$ cat src/rtl/tmr_pkg.sv
package tmr_pkg;
  localparam int REG_W    = 16;
  localparam int CTL_SEL0 = 0;
  localparam int CTL_SEL1 = 1;
  localparam int CTL_CASC = 2;
  localparam int CTL_IE   = 6;
  localparam int CTL_EN   = 7;

  typedef struct packed {
    logic       en;
    logic       ie;
    logic       casc;
    logic [1:0] sel;
  } tmr_ctl_t;

  function automatic tmr_ctl_t decode_ctl(input logic [REG_W-1:0] r);
    tmr_ctl_t c;
    c.en   = r[CTL_EN];
    c.ie   = r[CTL_IE];
    c.casc = r[CTL_CASC];
    c.sel  = {r[CTL_SEL1], r[CTL_SEL0]};
    return c;
  endfunction
endpackage

$ cat src/rtl/tmr_prescale.sv
module tmr_prescale #(
  parameter int DIV_SH1 = 6,
  parameter int DIV_SH2 = 8,
  parameter int DIV_SH3 = 10
) (
  input  logic       clk,
  input  logic       rst_n,
  input  logic       run,
  input  logic       clr,
  input  logic [1:0] sel,
  output logic       tick
);
  localparam int PRE_W = DIV_SH3;
  localparam logic [PRE_W-1:0] M1 = PRE_W'((1 << DIV_SH1) - 1);
  localparam logic [PRE_W-1:0] M2 = PRE_W'((1 << DIV_SH2) - 1);
  localparam logic [PRE_W-1:0] M3 = PRE_W'((1 << DIV_SH3) - 1);

  logic [PRE_W-1:0] pre_q, pre_d;

  always_comb begin
    pre_d = pre_q;
    if (clr)      pre_d = '0;
    else if (run) pre_d = pre_q + 1'b1;
  end

  always_ff @(posedge clk or negedge rst_n) begin
    if (!rst_n) pre_q <= '0;
    else        pre_q <= pre_d;
  end

  always_comb begin
    unique case (sel)
      2'd0:    tick = run;
      2'd1:    tick = run && ((pre_q & M1) == M1);
      2'd2:    tick = run && ((pre_q & M2) == M2);
      default: tick = run && ((pre_q & M3) == M3);
    endcase
  end

  assert_clear_R10: assert property (@(posedge clk) disable iff (!rst_n)
    clr |=> (pre_q == '0));
endmodule

$ cat src/rtl/tmr_counter.sv
module tmr_counter #(
  parameter int CNT_W = 16
) (
  input  logic             clk,
  input  logic             rst_n,
  input  logic             wr,
  input  logic [CNT_W-1:0] wval,
  input  logic             inc,
  output logic [CNT_W-1:0] cnt_o,
  output logic             ovf_o
);
  logic [CNT_W-1:0] cnt_q, cnt_d, rel_q, rel_d;

  assign ovf_o = inc && !wr && (cnt_q == '1);
  assign cnt_o = cnt_q;

  always_comb begin
    cnt_d = cnt_q;
    rel_d = rel_q;
    if (wr) begin
      cnt_d = wval;
      rel_d = wval;
    end else if (inc) begin
      cnt_d = (cnt_q == '1) ? rel_q : cnt_q + 1'b1;
    end
  end

  always_ff @(posedge clk or negedge rst_n) begin
    if (!rst_n) begin
      cnt_q <= '0;
      rel_q <= '0;
    end else begin
      cnt_q <= cnt_d;
      rel_q <= rel_d;
    end
  end

  assert_reload_R3: assert property (@(posedge clk) disable iff (!rst_n)
    ovf_o |=> (cnt_q == rel_q));
  assert_hold_R9: assert property (@(posedge clk) disable iff (!rst_n)
    (!inc && !wr) |=> $stable(cnt_q));
  assert_load_R4: assert property (@(posedge clk) disable iff (!rst_n)
    wr |=> (cnt_q == $past(wval)));
endmodule

$ cat src/rtl/tmr_quad.sv
module tmr_quad
  import tmr_pkg::*;
#(
  parameter int NUM_CH  = 4,
  parameter int CNT_W   = 16,
  parameter int ADDR_W  = 5,
  parameter int DIV_SH1 = 6,
  parameter int DIV_SH2 = 8,
  parameter int DIV_SH3 = 10
) (
  input  logic              clk,
  input  logic              rst_n,
  input  logic [ADDR_W-1:0] addr,
  input  logic              wr_en,
  input  logic [REG_W-1:0]  wdata,
  output logic [REG_W-1:0]  rdata,
  output logic [NUM_CH-1:0] irq_o,
  output logic              ovf0_o,
  output logic              ovf1_o
);
  localparam int CH_W = ADDR_W - 2;

  logic [CH_W-1:0]   sel_ch;
  logic              hit, is_ctl;
  logic [REG_W-1:0]  ctl_q [NUM_CH];
  logic [REG_W-1:0]  ctl_d [NUM_CH];
  logic [CNT_W-1:0]  cnt   [NUM_CH];
  logic [NUM_CH-1:0] ctl_wr, dat_wr, clr, run, tick, inc, ovf, casc_in, ie_vec;
  logic [NUM_CH-1:0] ovf_q, irq_q;

  assign sel_ch  = addr[ADDR_W-1:2];
  assign is_ctl  = addr[1];
  assign hit     = !addr[0] && (32'(sel_ch) < NUM_CH);
  assign casc_in = {ovf[NUM_CH-2:0], 1'b0};

  for (genvar g = 0; g < NUM_CH; g++) begin : g_ch
    tmr_ctl_t c;
    assign c         = decode_ctl(ctl_q[g]);
    assign ctl_wr[g] = wr_en && hit && is_ctl  && (sel_ch == CH_W'(g));
    assign dat_wr[g] = wr_en && hit && !is_ctl && (sel_ch == CH_W'(g));
    assign clr[g]    = ctl_wr[g] && ((wdata[CTL_EN] && !c.en) ||
                       (wdata[CTL_SEL1:CTL_SEL0] != c.sel));
    assign run[g]    = c.en && !c.casc;
    assign inc[g]    = c.en && (c.casc ? casc_in[g] : tick[g]);
    assign ie_vec[g] = c.ie;

    always_comb ctl_d[g] = ctl_wr[g] ? wdata : ctl_q[g];

    always_ff @(posedge clk or negedge rst_n) begin
      if (!rst_n) ctl_q[g] <= '0;
      else        ctl_q[g] <= ctl_d[g];
    end

    tmr_prescale #(.DIV_SH1(DIV_SH1), .DIV_SH2(DIV_SH2), .DIV_SH3(DIV_SH3)) u_pre (
      .clk(clk), .rst_n(rst_n), .run(run[g]), .clr(clr[g]), .sel(c.sel), .tick(tick[g]));

    tmr_counter #(.CNT_W(CNT_W)) u_cnt (
      .clk(clk), .rst_n(rst_n), .wr(dat_wr[g]), .wval(wdata[CNT_W-1:0]),
      .inc(inc[g]), .cnt_o(cnt[g]), .ovf_o(ovf[g]));

    assert_irq_gate_R5: assert property (@(posedge clk) disable iff (!rst_n)
      irq_o[g] |-> ($past(ovf[g]) && $past(ctl_q[g][CTL_IE])));

    if (g > 0) begin : g_chain
      assert_chain_R8: assert property (@(posedge clk) disable iff (!rst_n)
        (ovf[g-1] && ctl_q[g][CTL_CASC] && ctl_q[g][CTL_EN] && !dat_wr[g] &&
         (cnt[g] == '1)) |-> ovf[g]);
    end
  end

  always_comb begin
    rdata = '0;
    for (int n = 0; n < NUM_CH; n++) begin
      if (hit && (sel_ch == CH_W'(n)))
        rdata = is_ctl ? ctl_q[n] : REG_W'(cnt[n]);
    end
  end

  always_ff @(posedge clk or negedge rst_n) begin
    if (!rst_n) begin
      ovf_q <= '0;
      irq_q <= '0;
    end else begin
      ovf_q <= ovf;
      irq_q <= ovf & ie_vec;
    end
  end

  assign irq_o  = irq_q;
  assign ovf0_o = ovf_q[0];
  assign ovf1_o = ovf_q[1];

  assert_pulse_R6: assert property (@(posedge clk) disable iff (!rst_n)
    ovf0_o |-> $past(ovf[0]));
endmodule

$ cat config.mk
export PLATFORM = sky130hd
export DESIGN_NAME = tmr_quad
export DESIGN_NICKNAME = d
export VERILOG_FILES = /design/src/rtl/tmr_pkg.sv /design/src/rtl/tmr_prescale.sv /design/src/rtl/tmr_counter.sv /design/src/rtl/tmr_quad.sv
export SDC_FILE = /design/constraint.sdc
export NUM_CORES = 1
export LEC_CHECK = 0
export ABC_AREA = 1
export BUFFER_PORTS_ARGS = -buffer_cell sky130_fd_sc_hd__buf_2
export CELL_PAD_IN_SITES_DETAIL_PLACEMENT = 1
export CELL_PAD_IN_SITES_GLOBAL_PLACEMENT = 1
export CORE_MARGIN = 5
export CORE_UTILIZATION = 47
export DETAILED_ROUTE_END_ITERATION = 7
export PLACE_DENSITY_LB_ADDON = 0.1
export SLEW_MARGIN = 5
export SYNTH_ARGS = -nofsm -noshare
export SYNTH_HDL_FRONTEND = slang
export SYNTH_SLANG_ARGS = --single-unit
$ cat constraint.sdc
create_clock -name clk -period 2.4 [get_ports clk]
set_input_delay 0.6 -clock clk [delete_from_list [all_inputs] [get_ports clk]]
set_output_delay 0.6 -clock clk [all_outputs]
set_load 0.005 [all_outputs]
==> impl_metrics.csv, run 1 <==
group,metric,value,unit
timing,fmax,402,MHz
cells_and_area,final_nets,1893,
logic_synthesis,async_flop_share,100,%
timing,relSlewSlack,60.1,%
place,io_buffers,45,
clock_tree,cts-root-buf,"clkbuf_16",
pwr,p_per_area,924,mW/mm^2
timing,post-route-period-util,104,%
clock_tree,clock-sinks,238,
timing,slew_viol_final,0,
clock_tree,cts_tree,"yes",
worst_hold_path,hold_class,"in2reg",
worst_setup_path,critPathKind,"reg2reg",
place,gp_congestion,0.885,
timing,tightest_slew,0.593,ns
grt,grt_pass1_vias,13400,
drt,wl_per_cell,21.6,um
clock_tree,clkTransAtPathRegs,0.06,ns
drt,vias_per_cell,5.77,
outcome,status,"finished, violations left",
logic_synthesis,ys.flop_type,"dfrtp_1",
place,dp_hpwl,31.8,mm
timing,rsz0062_at_grt,"yes",
clock_tree,worstSkewPairLatency,0.56,ns
logic_synthesis,synthesis.area,0.0128,mm^2
logic_synthesis,postSynthCellCount,1654,
pwr,irDropWorstVdd,0.000637,V
logic_synthesis,syn-num-nets,1698,
drt,num_vias,12800,
worst_setup_path,cp_slowest_cell,"dfrtp_1",
logic_synthesis,synth-edff-count,0,
clock_tree,cts_buffers,29,
drt,drc,0,
floorplan,die_area,0.0307,mm^2
worst_setup_path,critPathArrivalTime,2.93,ns
place,dpl.cell_count,2120,
logic_synthesis,avgSynthCellArea,7.74,um^2
timing,hold_viol,0,
logic_synthesis,yosys_warnings,0,
grt,grt_max_degree,69,
grt,grt-ovfl-total,0,
pwr,comb_power_share,29.8,%
timing,fin_ws,-0.0884,ns
drt,postRouteWirelength,47.9,mm
drt,drt_iter0_drc,847,
worst_setup_path,path_max_fanout,8,
logic_synthesis,ys_seq_area_share,46.5,%
grt,antenna_found_initial,0,
worst_setup_path,end_kind,"flip-flop",
worst_setup_path,crit_path_frequent_cell,"nand2_1",
grt,grt_pass1_wl,71.6,mm
timing,fin_skew,0.0135,ns
floorplan,die_x,175,um
timing,setup_viol,29,
clock_tree,cts-htree-levels,1,
pwr,p_int,10.0,mW
worst_setup_path,startpoint_type,"flip-flop",
pwr,p_seq_share,37.7,%
pwr,p_clk_share,32.4,%
pwr,leakage,8.03,nW
floorplan,io_pins,46,
grt,grt_util_all_layers,28.8,%
timing,layout_min_cycle_time,2.49,ns
run,max_cap_viol_count,0,
logic_synthesis,ys_seq_elements,238,
worst_setup_path,path_cells,"inv_2 > ha_4 > inv_1 > or2_4 > nand3_2 > nand2_1 > nand2_1 > nand3_1 > nand2_1 > inv_2 > nand4_1 > nand2_2 > nand4_2 > nand2_2 > nand2_8 > buf_8 > nand3_1 > nand2_1",
cells_and_area,fin_cells,2213,
floorplan,die_y,175,um
floorplan,initial_core_util,47.7,%
cells_and_area,n_antenna_cell,0,
drt,ant_nets,0,
floorplan,coreArea,0.0269,mm^2
worst_setup_path,slowest_delay,0.39,ns
cells_and_area,area_growth,29.6,%
logic_synthesis,ys_types,51,
worst_setup_path,worstPathRequired,2.84,ns
clock_tree,clk_path_buf_depth,3,
pwr,swShare,34.8,%
cells_and_area,drive_gt1_share,23.7,%
drt,firstDrtPassIters,5,
place,dpl_worst_slack,-0.199,ns
outcome,violations,"setup timing",
pwr,p_switching,5.33,mW
floorplan,rows,60,
pwr,power.total,15.3,mW
==> power by group through the flow <==
| stage | Clock [mW] | Sequential [mW] | Combinational (mW) |
|---|---|---|---|
| CTS | 5.05 | 5.73 | 3.98 |
| floorplan | 0 | 5.64 | 2.28 |
| finish | 4.98 | 5.79 | 4.57 |
| detailed placement | 0 | 5.78 | 3.80 |
| global route | 5.24 | 5.91 | 5.05 |
| global placement | 0 | 5.72 | 3.62 |
==> kinds of logic after synthesis <==
family	after synthesis	synth area share (%)
XOR/XNOR	50	3.42
multiplexers	15	1.30
flip-flops	238	46.5
adder cells (fa/ha/maj)	20	1.95
AND/OR/NAND/NOR	734	24.3
buffers and inverters	241	7.17
AO/OA/AOI/OAI	356	15.3
==> state kept, by name, indices dropped and copies added, names as in the netlist <==
register          count
irq_o                 4
g_ch.u_cnt.rel_q     64
g_ch.u_cnt.cnt_o     64
ovf_q                 2
g_ch.u_pre.pre_q     40
ctl_q                64
==> stage by stage <==
| stage | hold slack, ns | setup TNS [ns] | util [%] | cell area [um^2] |
|---|---|---|---|---|
| 5_1_grt | 0.412 | -8.19 | 61.8 | 16600 |
| 3_3_place_gp | 0.451 | -1.39 | 53.6 | 14400 |
| 6_report | 0.395 | -1.44 | 61.8 | 16600 |
| 4_1_cts | 0.377 | -0.0573 | 58.6 | 15800 |
| 3_5_place_dp | 0.459 | -4.35 | 53.6 | 14400 |
| 2_1_floorplan | 0.304 | 0 | - | 12800 |
==> worst paths after layout <==
check	end	cells after the start	startpoint	slack, ns
max in group asynchronous	ctl_q[37]	3	rst_n	1.19
min in group asynchronous	g_ch[0].u_pre.pre_q[5]	2	rst_n	0.50
setup reg to reg	g_ch[3].u_cnt.cnt_o[0]	18	ctl_q[32]	-0.09
setup / recovery	g_ch[3].u_cnt.cnt_o[0]	18	ctl_q[32]	-0.09
hold reg to reg	g_ch[1].u_cnt.rel_q[11]	2	g_ch[1].u_cnt.rel_q[11]	0.47
hold / removal	ctl_q[46]	3	wdata[14]	0.39
==> final cells by class <==
type / instances / area, um^2
well taps: 341 / 427
clock inverters: 16 / 265
inverters: 183 / 712
flip-flops and latches: 238 / 5960
multi-input cells: 1176 / 6540
clock buffers: 38 / 820
repair inverters: 1 / 8.76
fillers: 3217 / 10300
repair buffers: 220 / 1870
==> worst max-delay path, delay by kind of cell (launching register included) <==
family | cells | cell delay, ns
adders and majority gates | 1 | 0.21
buffers and inverters | 4 | 0.44
DFF | 1 | 0.39
and+or+nand+nor | 13 | 1.32
==> synthesized netlist by cell type (4+ instances only) <==
master    count  area [um^2]
nand2_1     468         1760
dfrtp_1     238         5960
o21ai_0     180          901
inv_1       177          664
a21oi_1     113          566
nor2_1      108          405
nand3_1      86          430
clkbuf_1     49          184
xor2_1       43          377
o221ai_1     22          193
ha_1         20          250
nor3_1       20          100
o211ai_1     14          105
mux2_2       13          146
nand4_1       9         56.3
xnor2_1       7         61.3
nor2_2        6         37.5
nor4_1        6         37.5
buf_2         5         25.0
inv_2         5         18.8
nand3b_1      5         37.5
a31oi_1       4         25.0
nand3_2       4         40.0
nor3b_1       4         30.0
o21ai_1       4         20.0
==> metal layers <==
| metal | GRT usage, % | routed length, um | vias up |
|---|---|---|---|
| met5 | 0 | 0 | - |
| met4 | 9.79 | 2050 | 0 |
| met3 | 3.85 | 2240 | 133 |
| met2 | 50.5 | 24100 | 356 |
| met1 | 36.9 | 19500 | 6453 |
| li1 | - | - | 5820 |
==> cell usage in the layout (no fill, tap or decap), drive strengths merged, types with 4 or more instances in the layout <==
| master | synthesis | final |
|---|---|---|
| nand3b | 5 | 5 |
| nor3b | 4 | 4 |
| xor2 | 43 | 43 |
| nor3 | 24 | 24 |
| bufinv | 0 | 7 |
| xnor2 | 7 | 7 |
| buf | 9 | 216 |
| nand4 | 10 | 10 |
| mux2 | 13 | 13 |
| clkbuf | 49 | 41 |
| nor4 | 6 | 6 |
| a31oi | 4 | 4 |
| o221ai | 22 | 22 |
| nor2 | 117 | 117 |
| nand3 | 90 | 90 |
| o21ai | 184 | 184 |
| nand2 | 473 | 474 |
| inv | 182 | 183 |
| ha | 20 | 20 |
| dfrtp | 238 | 238 |
| clkinv | 1 | 7 |
| a21oi | 113 | 113 |
| o211ai | 14 | 14 |
==> timing repair <==
| action | CTS | global route |
|---|---|---|
| cloned | 1 | 6 |
| pin swaps | 12 | 47 |
| hold buffers | 1 | 0 |
| setup buffers | 18 | 16 |
| resized for setup | 41 | 178 |
| hold endpoints to repair | 27 | 0 |
| endpoints found under the setup margin | 44 | 70 |
Power figures use the tool's default switching activity.
==> run 2, diff against run 1 <==
Settings changed: BUFFER_PORTS_ARGS -buffer_cell sky130_fd_sc_hd__buf_2 to unset, CORE_UTILIZATION 47 to 48, DONT_BUFFER_PORTS set to 1.
==> run 2 against run 1 <==
Compared with the run above: largest cell class unchanged; worst setup slack better by 0.038 ns; sequential power barely moved; non-clock buffer count decreased by 118; highest routed layer unchanged; utilization down 3.8 points; the run ends with hold timing, setup timing left.
==> impl_metrics.csv, run 2 (synthesis gave the netlist of run 1 again) <==
group,metric,value,unit
outcome,status,"finished, violations left",
outcome,violations,"hold timing, setup timing",
worst_hold_path,hold_class,"in2async",
timing,tightest_slew,0.713,ns
pwr,irDropWorstVdd,0.000573,V
pwr,comb_power_share,26.6,%
worst_setup_path,critPathArrivalTime,2.88,ns
clock_tree,clk_path_buf_depth,3,
timing,hold_viol,238,
clock_tree,clock-sinks,238,
drt,vias_per_cell,5.77,
timing,slew_viol_final,0,
place,io_buffers,0,
floorplan,coreArea,0.0261,mm^2
cells_and_area,n_antenna_cell,0,
cells_and_area,drive_gt1_share,14.3,%
clock_tree,cts_tree,"yes",
floorplan,die_x,173,um
timing,post-route-period-util,102,%
cells_and_area,layout_common_cells,"nand2_1, dfrtp_1, o21ai_0",
worst_setup_path,rr_startpoint,"g_ch[0].u_pre.pre_q[1]",
clock_tree,clkTransAtPathRegs,0.06,ns
worst_setup_path,cp_slowest_cell,"dfrtp_1",
worst_setup_path,end_kind,"flip-flop",
grt,grt_util_all_layers,28.0,%
cells_and_area,fin_cells,2082,
place,gp_congestion,0.876,
clock_tree,cts_buffers,28,
timing,fin_ws,-0.0507,ns
worst_setup_path,crit_path_frequent_cell,"nand2_1",
drt,ant_nets,0,
grt,grt_pass1_wl,68.2,mm
drt,wl_per_cell,20.9,um
timing,relSlewSlack,52.5,%
pwr,swShare,33.9,%
cells_and_area,final_nets,1773,
timing,layout_min_cycle_time,2.45,ns
timing,hold_ws,-0.251,ns
timing,fin_skew,0.00999,ns
worst_setup_path,worstPathRequired,2.83,ns
cells_and_area,nFillCells,3228,
pwr,p_seq_share,41.0,%
grt,grt-ovfl-total,0,
run,max_cap_viol_count,0,
worst_setup_path,path_max_fanout,6,
grt,antenna_found_initial,0,
timing,setup_viol,16,
cells_and_area,layout_commonest_cell,"nand2_1",
pwr,p_int,9.32,mW
pwr,p_per_area,930,mW/mm^2
pwr,p_clk_share,32.4,%
clock_tree,cts-root-buf,"clkbuf_16",
worst_setup_path,startpoint_type,"flip-flop",
drt,postRouteWirelength,43.5,mm
drt,firstDrtPassIters,7,
clock_tree,cts-htree-levels,1,
drt,num_vias,12000,
worst_setup_path,critPathKind,"reg2reg",
place,dpl.cell_count,2018,
pwr,leakage,7.25,nW
timing,rsz0062_at_grt,"yes",
worst_setup_path,slowest_delay,0.38,ns
worst_setup_path,setup.worst_path.start,"g_ch[0].u_pre.pre_q[1]",
floorplan,rows,59,
grt,grt_max_degree,239,
cells_and_area,post-route-util,58.0,%
floorplan,die_area,0.0300,mm^2
floorplan,initial_core_util,49.0,%
grt,grt_pass1_vias,12700,
cells_and_area,area_growth,18.3,%
floorplan,io_pins,46,
floorplan,die_y,173,um
drt,drt_iter0_drc,940,
clock_tree,worstSkewPairLatency,0.55,ns
place,dp_hpwl,30.3,mm
timing,fmax,408,MHz
worst_setup_path,path_cells,"ha_2 > inv_1 > nor2_4 > nand3_1 > nand2_1 > nand2_1 > nand2_1 > nand4_1 > nand2_1 > nand4_1 > nand2_2 > nand4_4 > nand2_4 > nand2_8 > clkbuf_16 > nand3_2 > nand2_1",
pwr,p_switching,4.78,mW
drt,drc,0,
==> run 2: power by group through the flow <==
stage	Sequential, mW	Combinational (mW)	Clock (mW)
after detailed placement	5.80	3.41	0
after CTS	5.74	3.56	4.62
after global placement	5.75	3.22	0
after global routing	5.89	4.20	4.80
after floorplan	5.64	2.28	0
final	5.78	3.76	4.57
==> run 2: through the flow <==
step	hold slack, ns	TNS (ns)	setup WS (ns)	total power [mW]	cell area, um^2
3_3_place_gp	0.317	0	0.0269	8.97	13700
6_report	-0.251	-0.429	-0.0507	14.1	15200
2_1_floorplan	0.304	0	0.117	7.92	12800
5_1_grt	-0.265	-4.28	-0.186	14.9	15200
4_1_cts	-0.257	0	0.000712	13.9	14800
3_5_place_dp	0.316	-1.24	-0.121	9.20	13700
==> run 2: per-layer routing <==
metal / wire [um] / track usage [%] / share of wire [%] / vias to the layer above
met5: 0 / 0 / 0 / -
met4: 1910 / 11.2 / 4.4 / 0
met3: 1720 / 3.14 / 3.9 / 120
met2: 21600 / 48.5 / 50 / 284
met1: 18300 / 36.0 / 42 / 6026
li1: - / - / - / 5579
==> run 2: worst paths after layout <==
check | endpoint | slack, ns | cells after the start
min | ctl_q[32] | -0.25 | 0
max in group asynchronous | g_ch[0].u_cnt.cnt_o[4] | 2.02 | 0
max reg2reg | g_ch[3].u_cnt.cnt_o[8] | -0.05 | 17
min in group clk | ctl_q[59] | 0.17 | 2
min reg2reg | g_ch[0].u_pre.pre_q[9] | 0.48 | 1
max | g_ch[3].u_cnt.cnt_o[8] | -0.05 | 17
==> run 2: worst max-delay path, delay by kind of cell (launching register included) <==
family / cells / cell delay (ns)
and+or+nand+nor: 14 / 1.50
DFF: 1 / 0.38
buffers and inverters: 2 / 0.25
adders and majority gates: 1 / 0.19
==> run 2: what timing repair did <==
item	in CTS	in global routing
endpoints found under the hold margin	238	238
endpoints found under the setup margin	51	60
setup buffers	8	5
gates resized for setup	19	58
gates cloned	0	3
pin swaps	7	10
==> run 2: layout make-up <==
class                      instances  area [um^2]  share of cell area, %
clock buffer                      39          833                   5.50
multi-input combinational       1176         6230                   41.1
clock inverter                     9          148                  0.974
inverter                         183          696                   4.59
sequential                       238         5960                   39.3
tap                              335          419                   2.77
timing repair buffer             102          870                   5.74
==> run 3, diff against run 2 <==
Settings changed: ABC_AREA 1 to unset, CORE_UTILIZATION 48 to 50, SKIP_LAST_GASP set to 1.
==> run 3 against run 2 <==
Compared with the run above: total power grew 2.0%; register-to-register slack got worse by 0.39 ns; sequential power is 3.6% higher; via count fell by 6.8%; critical path type unchanged; sequential share of layout area decreased by 0.72 points; the flow still finishes with violations (hold timing, setup timing); global-route usage grew 1.5 points; combinational power is 19% higher.
==> impl_metrics.csv, run 3 <==
group,metric,value,unit
timing,hold_ws,-0.240,ns
grt,antenna_found_initial,1,
drt,drc,0,
drt,vias_per_cell,6.15,
cells_and_area,final_nets,1522,
cells_and_area,area_growth,24.1,%
drt,postRouteWirelength,45.3,mm
logic_synthesis,ys_top_cells_by_area,"dfrtp_1, nand2_1, mux2i_1, mux2_2, nor2_1",
grt,grt_max_degree,239,
worst_setup_path,slowest_delay,0.36,ns
floorplan,die_area,0.0281,mm^2
pwr,irDropWorstVdd,0.000613,V
floorplan,io_pins,46,
drt,num_vias,11200,
grt,grt_pass1_vias,11900,
worst_setup_path,critPathArrivalTime,3.26,ns
worst_setup_path,path_cells,"ha_2 > nand3_1 > or2_4 > o31a_1 > o21a_2 > o31a_4 > o41ai_4 > buf_4 > buf_6 > buf_16 > mux2i_1 > o21ai_1",
place,place_area,0.0138,mm^2
run,max_cap_viol_count,0,
clock_tree,worstSkewPairLatency,0.55,ns
logic_synthesis,syn-num-nets,1382,
place,dpl.cell_count,1749,
timing,tightest_slew,0.592,ns
pwr,leakage,7.15,nW
worst_setup_path,startpoint_type,"flip-flop",
worst_setup_path,cp_num_cells,12,
clock_tree,cts-htree-levels,1,
logic_synthesis,ys_seq_elements,238,
clock_tree,clkTransAtPathRegs,0.06,ns
timing,fin_ws,-0.439,ns
worst_setup_path,worstPathRequired,2.83,ns
logic_synthesis,ys_seq_area_share,47.9,%
worst_setup_path,cp_slowest_cell,"dfrtp_1",
worst_setup_path,end_kind,"flip-flop",
clock_tree,cts_buffers,27,
cells_and_area,drive_gt1_share,25.5,%
worst_setup_path,timing.critical_path.buf_inv,3,
worst_setup_path,path_delay_family,"compound AO/OA/AOI/OAI gates",
worst_setup_path,rrSetupSlack,-0.44,ns
worst_hold_path,hold_class,"in2async",
outcome,violations,"hold timing, setup timing",
place,gp_congestion,0.867,
cells_and_area,fin_cells,1821,
clock_tree,cts_tree,"yes",
cells_and_area,n_antenna_cell,0,
pwr,p_per_area,932,mW/mm^2
clock_tree,cts-root-buf,"clkbuf_16",
timing,fmax,352,MHz
grt,grt_pass1_wl,66.3,mm
worst_setup_path,critPathKind,"reg2reg",
drt,wl_per_cell,24.9,um
cells_and_area,post-route-util,63.3,%
drt,drt_iter0_drc,812,
place,dp_hpwl,27.8,mm
timing,layout_min_cycle_time,2.84,ns
cells_and_area,finish.instance_area,0.0154,mm^2
timing,tns,-10.56,ns
logic_synthesis,postSynthCellCount,1338,
logic_synthesis,synth.most_common_cell,"nand2_1",
timing,fin_skew,0.0197,ns
cells_and_area,layout_commonest_cell,"nand2_1",
cells_and_area,layout_common_cells,"nand2_1, dfrtp_1, buf_4",
place,io_buffers,0,
outcome,status,"finished, violations left",
timing,rsz0062_at_grt,"yes",
logic_synthesis,avgSynthCellArea,9.30,um^2
timing,slew_viol_final,0,
timing,hold_viol,238,
timing,relSlewSlack,60.5,%
logic_synthesis,yosys_warnings,0,
place,dpl_worst_slack,-0.467,ns
drt,firstDrtPassIters,5,
worst_setup_path,rr_startpoint,"g_ch[1].u_pre.pre_q[0]",
floorplan,die_x,168,um
worst_setup_path,rr_endpoint,"g_ch[3].u_cnt.cnt_o[5]",
timing,setup_viol,43,
logic_synthesis,synthTopCellsByCount,"nand2_1, dfrtp_1, nor2_1",
grt,grt-ovfl-total,0,
floorplan,coreArea,0.0244,mm^2
logic_synthesis,async_flop_share,100,%
logic_synthesis,synthesis.area,0.0124,mm^2
logic_synthesis,synth-edff-count,0,
logic_synthesis,ys_types,52,
floorplan,die_y,168,um
grt,grt_util_all_layers,29.5,%
timing,post-route-period-util,118,%
floorplan,rows,57,
clock_tree,clk_path_buf_depth,3,
logic_synthesis,synth_top_cell_by_area,"dfrtp_1",
worst_setup_path,r2r_cells,12,
drt,ant_nets,0,
pwr,power.total,14.4,mW
worst_setup_path,path_max_fanout,4,
logic_synthesis,synth_top_area_share,47.9,%
floorplan,initial_core_util,51.0,%
clock_tree,clock-sinks,238,
logic_synthesis,ys.flop_type,"dfrtp_1",
-- run 3: cell types whose count changed in the layout (fill, tap and decap cells not counted), sizes merged, moves of 30 or more --
cell / change
o22ai: +30
mux2: +49
a21oi: -56
mux2i: +75
o21ai: -106
inv: -163
buf: +75
nand2: -185
nand3: -46
-- run 3: layer usage --
layer / vias to the layer above / track usage [%] / wire [um]
met1: 5749 / 37.3 / 17900
met2: 381 / 50.1 / 22300
li1: 4945 / - / -
met3: 119 / 6.41 / 3230
met4: 0 / 9.92 / 1810
met5: - / 0 / 0
-- run 3: timing repair --
action,in CTS,in global routing
gates cloned,2,3
hold endpoints to repair,238,238
pin swaps,5,30
gates resized for setup,49,80
endpoints found under the setup margin,42,64
setup buffers,10,12
-- run 3: worst reg2reg max path: cells and delay by family (launching register included) --
| family | cells | cell delay [ns] |
|---|---|---|
| AOI/OAI and AO/OA | 5 | 1.20 |
| buffers and inverters | 3 | 0.46 |
| DFF | 1 | 0.36 |
| and+or+nand+nor | 2 | 0.30 |
| muxes | 1 | 0.22 |
| adders and majority gates | 1 | 0.19 |
-- run 3: cell type report --
type                       instances  area (um^2)
tap                              324          405
timing repair buffer             177         1510
sequential                       238         5960
inverter                          18         67.6
clock inverter                     8         43.8
fill                            2700         8950
multi-input combinational       1016         6680
clock buffer                      40          774
-- run 3: power breakdown --
group          internal [mW]  switching, mW  total [mW]  leakage, nW
sequential              5.10          0.892        5.99         2.98
combinational           2.19           2.28        4.47         3.76
clock                   2.22           1.71        3.93        0.410
-- run 3: cells by family (layout without fill, tap and decap cells) --
family,Yosys count,count (layout),synth area share [%]
xor gates and xnor gates,57,57,4.01
and+or+nand+nor,554,554,19.6
AOI/OAI and AO/OA,246,246,12.0
adders and majority gates,20,20,2.01
buffers and inverters,84,243,2.66
DFF,238,238,47.9
muxes,139,139,11.8
-- run 3: how the worst max path moves through the flow --
stage,startpoint,endpoint,slack [ns]
after floorplan,ctl_q[33],g_ch[3].u_cnt.cnt_o[4],-0.40
after global placement,ctl_q[33],g_ch[3].u_cnt.cnt_o[15],-0.32
after detailed placement,ctl_q[49],g_ch[3].u_cnt.cnt_o[2],-0.47
after CTS,ctl_q[32],g_ch[3].u_cnt.cnt_o[2],-0.42
after global routing,g_ch[1].u_pre.pre_q[0],g_ch[3].u_cnt.cnt_o[5],-0.59
final,g_ch[1].u_pre.pre_q[0],g_ch[3].u_cnt.cnt_o[5],-0.44
